**src/rtl/alu_flag_pkg.sv**
```systemverilog
package alu_flag_pkg;

    typedef enum logic [1:0] {
        OPC_NONE  = 2'd0,
        OPC_ADD   = 2'd1,
        OPC_SUB   = 2'd2,
        OPC_LOGIC = 2'd3
    } op_class_e;

    typedef enum logic [1:0] {
        SZ_BYTE  = 2'd0,
        SZ_WORD  = 2'd1,
        SZ_DWORD = 2'd2,
        SZ_RSVD  = 2'd3
    } op_size_e;

    typedef struct packed {
        logic cf;
        logic pf;
        logic af;
        logic zf;
        logic sf;
        logic of;
    } flags_t;

endpackage

```
**src/rtl/flag_size_view.sv**
```systemverilog
module flag_size_view
    import alu_flag_pkg::*;
#(
    parameter int DATA_W = 32
) (
    input  op_size_e            sz,
    input  logic [DATA_W-1:0]   a,
    input  logic [DATA_W-1:0]   b,
    input  logic [DATA_W-1:0]   r,
    output logic                a_msb,
    output logic                b_msb,
    output logic                r_msb,
    output logic                r_zero
);
    localparam int LANES = 3;

    logic [LANES-1:0] a_top;
    logic [LANES-1:0] b_top;
    logic [LANES-1:0] r_top;
    logic [LANES-1:0] r_nil;

    // lane i covers DATA_W >> (2 - i) bits: 8, 16, 32 for the default width
    for (genvar i = 0; i < LANES; i++) begin : g_lane
        localparam int LW = DATA_W >> (LANES - 1 - i);
        assign a_top[i] = a[LW-1];
        assign b_top[i] = b[LW-1];
        assign r_top[i] = r[LW-1];
        assign r_nil[i] = (r[LW-1:0] == '0);
    end

    always_comb begin
        unique case (sz)
            SZ_BYTE: begin
                a_msb = a_top[0]; b_msb = b_top[0];
                r_msb = r_top[0]; r_zero = r_nil[0];
            end
            SZ_WORD: begin
                a_msb = a_top[1]; b_msb = b_top[1];
                r_msb = r_top[1]; r_zero = r_nil[1];
            end
            default: begin
                a_msb = a_top[2]; b_msb = b_top[2];
                r_msb = r_top[2]; r_zero = r_nil[2];
            end
        endcase
    end
endmodule

```
**src/rtl/flag_arith_calc.sv**
```systemverilog
module flag_arith_calc
    import alu_flag_pkg::*;
(
    input  op_class_e cls,
    input  logic      carry_in,
    input  logic      a_msb,
    input  logic      b_msb,
    input  logic      r_msb,
    input  logic      a_bit4,
    input  logic      b_bit4,
    input  logic      r_bit4,
    output logic      cf,
    output logic      af,
    output logic      of
);
    logic nib_cross;

    // carry or borrow entering bit 4 is the only term left after cancelling operand bits
    assign nib_cross = a_bit4 ^ b_bit4 ^ r_bit4;

    always_comb begin
        cf = 1'b0;
        af = 1'b0;
        of = 1'b0;
        unique case (cls)
            OPC_ADD: begin
                cf = carry_in;
                af = nib_cross;
                of = (a_msb == b_msb) && (r_msb != a_msb);
            end
            OPC_SUB: begin
                cf = carry_in;
                af = nib_cross;
                of = (a_msb != b_msb) && (r_msb != a_msb);
            end
            default: begin
                cf = 1'b0;
                af = 1'b0;
                of = 1'b0;
            end
        endcase
    end
endmodule

```
**src/rtl/flag_result_calc.sv**
```systemverilog
module flag_result_calc #(
    parameter int PAR_W = 8
) (
    input  logic [PAR_W-1:0] r_low,
    input  logic             r_zero,
    input  logic             r_msb,
    output logic             pf,
    output logic             zf,
    output logic             sf
);
    assign pf = ~(^r_low);
    assign zf = r_zero;
    assign sf = r_msb;
endmodule

```
**src/rtl/alu_flag_unit.sv**
```systemverilog
module alu_flag_unit
    import alu_flag_pkg::*;
#(
    parameter int DATA_W = 32,
    parameter int PAR_W  = 8
) (
    input  logic              clk,
    input  logic              rst_n,
    input  logic [DATA_W-1:0] op_a,
    input  logic [DATA_W-1:0] op_b,
    input  logic [DATA_W-1:0] alu_result,
    input  logic              alu_carry,
    input  logic [1:0]        op_class,
    input  logic [1:0]        op_size,
    output logic              flag_we,
    output logic              flag_cf,
    output logic              flag_pf,
    output logic              flag_af,
    output logic              flag_zf,
    output logic              flag_sf,
    output logic              flag_of
);
    op_class_e cls;
    op_size_e  sz;
    logic      a_msb, b_msb, r_msb, r_zero;
    flags_t    next_flags;
    flags_t    flag_q;
    logic      unused_inputs;

    assign cls = op_class_e'(op_class);
    assign sz  = op_size_e'(op_size);
    assign unused_inputs = ^{op_a, op_b, alu_result};

    flag_size_view #(.DATA_W(DATA_W)) u_view (
        .sz     (sz),
        .a      (op_a),
        .b      (op_b),
        .r      (alu_result),
        .a_msb  (a_msb),
        .b_msb  (b_msb),
        .r_msb  (r_msb),
        .r_zero (r_zero)
    );

    flag_arith_calc u_arith (
        .cls      (cls),
        .carry_in (alu_carry),
        .a_msb    (a_msb),
        .b_msb    (b_msb),
        .r_msb    (r_msb),
        .a_bit4   (op_a[4]),
        .b_bit4   (op_b[4]),
        .r_bit4   (alu_result[4]),
        .cf       (next_flags.cf),
        .af       (next_flags.af),
        .of       (next_flags.of)
    );

    flag_result_calc #(.PAR_W(PAR_W)) u_result (
        .r_low  (alu_result[PAR_W-1:0]),
        .r_zero (r_zero),
        .r_msb  (r_msb),
        .pf     (next_flags.pf),
        .zf     (next_flags.zf),
        .sf     (next_flags.sf)
    );

    assign flag_we = (cls != OPC_NONE);

    // status register: load on a flag-writing class, hold otherwise
    always_ff @(posedge clk or negedge rst_n) begin
        if (!rst_n)
            flag_q <= '0;
        else if (flag_we)
            flag_q <= next_flags;
    end

    assign flag_cf = flag_q.cf;
    assign flag_pf = flag_q.pf;
    assign flag_af = flag_q.af;
    assign flag_zf = flag_q.zf;
    assign flag_sf = flag_q.sf;
    assign flag_of = flag_q.of;

    AST_IDLE_HOLD: assert property (@(posedge clk) disable iff (!rst_n)
        !flag_we |=> $stable(flag_q)) else $error("idle class changed flags");
    AST_LOGIC_CLEAR: assert property (@(posedge clk) disable iff (!rst_n)
        (flag_we && cls == OPC_LOGIC) |=> (!flag_cf && !flag_of && !flag_af)) else $error("logic left cf/of/af set");
    AST_ZERO_EVEN: assert property (@(posedge clk) disable iff (!rst_n)
        flag_zf |-> flag_pf) else $error("zero result with odd parity");
    AST_ZERO_POSITIVE: assert property (@(posedge clk) disable iff (!rst_n)
        flag_zf |-> !flag_sf) else $error("zero result with sign set");
    AST_ADD_SAME_SIGN: assert property (@(posedge clk) disable iff (!rst_n)
        (cls == OPC_ADD && a_msb != b_msb) |=> !flag_of) else $error("mixed-sign add overflowed");
endmodule

```
**config.mk**
```make
export PLATFORM = sky130hd
export DESIGN_NAME = alu_flag_unit
export DESIGN_NICKNAME = d
export VERILOG_FILES = /design/src/rtl/alu_flag_pkg.sv /design/src/rtl/flag_size_view.sv /design/src/rtl/flag_arith_calc.sv /design/src/rtl/flag_result_calc.sv /design/src/rtl/alu_flag_unit.sv
export SDC_FILE = /design/constraint.sdc
export NUM_CORES = 1
export LEC_CHECK = 0
export CAP_MARGIN = 20
export CORE_UTILIZATION = 35
export DETAILED_ROUTE_END_ITERATION = 10
export DONT_BUFFER_PORTS = 1
export SYNTH_ARGS = -nofsm -noshare
export SYNTH_HDL_FRONTEND = slang
export SYNTH_HIERARCHICAL = 1
export SYNTH_SLANG_ARGS = --single-unit
```
**constraint.sdc**
```tcl
create_clock -name clk -period 0.8 [get_ports clk]
set_clock_uncertainty 0.05 [all_clocks]
set_input_delay 0.08 -clock clk [delete_from_list [all_inputs] [get_ports clk]]
set_output_delay 0.08 -clock clk [all_outputs]
set_load 0.01 [all_outputs]
```
==> out/qor.csv <==
metric,value,unit
synth_top_area_cell,dfrtp_1,
n_antenna_cell,0,
worst_pin_slew,0.288,ns
violations,setup timing,
grt_max_degree,8,
ys_top_cells_by_count,"8 x xnor2_1, 7 x mux2_2, 6 x dfrtp_1, 4 x nand2_1, 4 x nor4_1",
synth_cell_types,20,
crit_arrival,1.12,ns
slew_headroom,80.7,%
first_pass_iters,2,
crit_fanout,4,
final_cells,80,
n_fill_cell,153,
tritoncts.num_buffers,3,
post-cts-setup-buffer-count,0,
grt_first_pass_wirelength,2210,um
slowest_stage,mux2_2,
final_core_util,50.4,%
gr-total-overflow,0,
place_ws,-0.475,ns
drv_slew,0,
cts_sinks,6,
portBuffers,0,
clockBufferDepth,2,
via_per_inst,6.03,
synth_edf_count,0,
ys.warnings.count,6,
critPathTopFamily,multiplexers,
power.leakage,0.000313,uW
area.growth.synth_to_final,32.0,%
die_w,42.8,um
cpPeakStageDelay,0.35,ns
ir_drop,690,uV
htree_levels,1,
path_clk_slew,0.05,ns
routed_wl,1360,um
layout_setup_ws,-0.239,ns
synth_seq_area_share,25.8,%
ys_ff_latch,6,
status,"complete, but fails checks",
cp_cell_sequence,"mux2i_1, o21ai_1, xnor2_1, mux2_2, mux2_2",
cts_root_buf,clkbuf_4,
grt_pass1_vias,529,
required,0.88,ns
p_per_area,1410,nW/um2
antenna_found_initial,0,
cp-start-kind,input port,
synthCells,54,
rsz0062_at_grt,yes,
post-place-cells,76,
start_util,38.2,%
track_usage,16.4,%
die_h,42.8,um
layout.nets,170,
fp.dieArea,1830,um2
rows,14,
drt_iter0_drc,8,
cts_tree,built,
syn_nets,158,
setup_viol,12,
io_pins,110,
drv_cap,0,
synth_top_area_share,25.8,%
synthTopCellsByArea,"dfrtp_1 26%, mux2_2 14%, xnor2_1 12%",
min_path_type,in2reg,
min_period,1.04,ns
wire_per_inst,17.1,um
syn_area,582,um2
period_share,130,%
hpwl,1140,um
synthFlopType,dfrtp_1,
worst_setup_path_end_kind,register,
report.final.hold_viol_count,0,
async_flop_share,100,%
clock_latency,0.24,ns
critPathKind,in2reg,
layout-drive-gt1-share,43.8,%
drt.antenna.violating_nets,0,
syn_avg_cell_area,10.8,um2
fmax,962,MHz
crit_buf_inv,0,
core-area,1520,um2
crit_top_cell,mux2_2,
holdWs,0.0520,ns
gp_congestion,0.646,
vias,482,
post-route-drc-count,0,
synthMostInstantiatedCell,xnor2_1,
## per-layer routing
layer	routed length (um)	share of wire, %	global-route usage (%)	vias up
met1	494	36	18.3	231
met4	16	1.2	7.50	0
met3	136	10	4.26	2
met2	717	53	28.5	29
met5	0	0	0	-
li1	-	-	-	220
## power breakdown
group,internal [uW],switching [uW],leakage [uW],total [uW]
registers,352,35.3,0.0000769,387
logic,273,139,0.000222,412
clock network,170,113,0.0000138,283
total,795,287,0.000313,1080
## path summary, 6_finish.rpt
| check | from | to | slack [ns] | cells past startpoint |
|---|---|---|---|---|
| setup / recovery | op_size[0] | flag_of$_DFFE_PN0P_ | -0.24 | 5 |
| hold / removal | op_class[0] | flag_zf$_DFFE_PN0P_ | 0.05 | 2 |
| setup reg to reg | flag_af$_DFFE_PN0P_ | flag_af$_DFFE_PN0P_ | -0.03 | 1 |
| hold reg to reg | flag_pf$_DFFE_PN0P_ | flag_pf$_DFFE_PN0P_ | 0.48 | 1 |
| max in group asynchronous | rst_n | flag_af$_DFFE_PN0P_ | 0.38 | 1 |
| min in group asynchronous | rst_n | flag_cf$_DFFE_PN0P_ | 0.10 | 1 |
## sequential cells by signal, summed over array words and instances (netlist names)
signal and count:
flag_af 1, flag_cf 1, flag_of 1, flag_pf 1, flag_sf 1, flag_zf 1
## cells by family (layout without fill, tap and decap cells)
family / after synthesis / count (layout) / share of synthesized area (%)
AND/OR/NAND/NOR: 19 / 19 / 26.9
multiplexers: 10 / 10 / 18.7
XOR/XNOR: 9 / 9 / 15.9
flip-flops: 6 / 6 / 25.8
AO/OA/AOI/OAI: 5 / 5 / 6.67
buffers and inverters: 4 / 14 / 3.87
adder cells (fa/ha/maj): 1 / 1 / 2.15
## layout make-up
class | count | area (um2) | share of cell area [%]
clock buffers | 3 | 22.5 | 2.93
inverters | 2 | 7.51 | 0.977
flip-flops and latches | 6 | 150 | 19.5
multi-input cells | 44 | 475 | 61.9
well taps | 16 | 20.0 | 2.61
repair buffers | 9 | 92.6 | 12.1
## stage by stage
| stage | cell area, um2 | power (uW) | TNS, ns |
|---|---|---|---|
| after floorplan | 612 | 613 | -0.909 |
| after global placement | 677 | 713 | -1.20 |
| after detailed placement | 677 | 725 | -1.29 |
| after CTS | 739 | 1080 | -0.876 |
| after global routing | 768 | 1150 | -1.16 |
| final | 768 | 1080 | -0.863 |
## placed cells by master (no fill, tap or decap)
cell / Yosys / layout
buf_6: 0 / 6
mux2_4: 0 / 5
xnor3_1: 1 / 1
nand2_1: 4 / 4
ha_1: 1 / 1
nand4_1: 2 / 2
a21boi_1: 1 / 1
o32ai_2: 1 / 1
clkbuf_4: 0 / 3
nor4_4: 2 / 4
o21ai_1: 0 / 2
buf_4: 2 / 2
mux2_2: 7 / 2
dlygate4sd3_1: 0 / 1
nor4_1: 4 / 4
nor2_4: 1 / 1
nor2_1: 1 / 1
xnor2_2: 0 / 4
inv_1: 2 / 2
dfrtp_1: 6 / 6
xnor2_1: 8 / 4
o21ai_0: 3 / 1
mux2i_1: 3 / 3
nor2b_1: 1 / 1
nor3b_1: 2 / 2
## what timing repair did
item                                   CTS  global route
pin swaps                                0             0
gates cloned                             0             0
endpoints found under the hold margin    6             0
hold buffers                             1             0
setup endpoints to repair                9            12
gates resized for setup                  8             5
No activity file was read; power rests on OpenSTA's default activity.
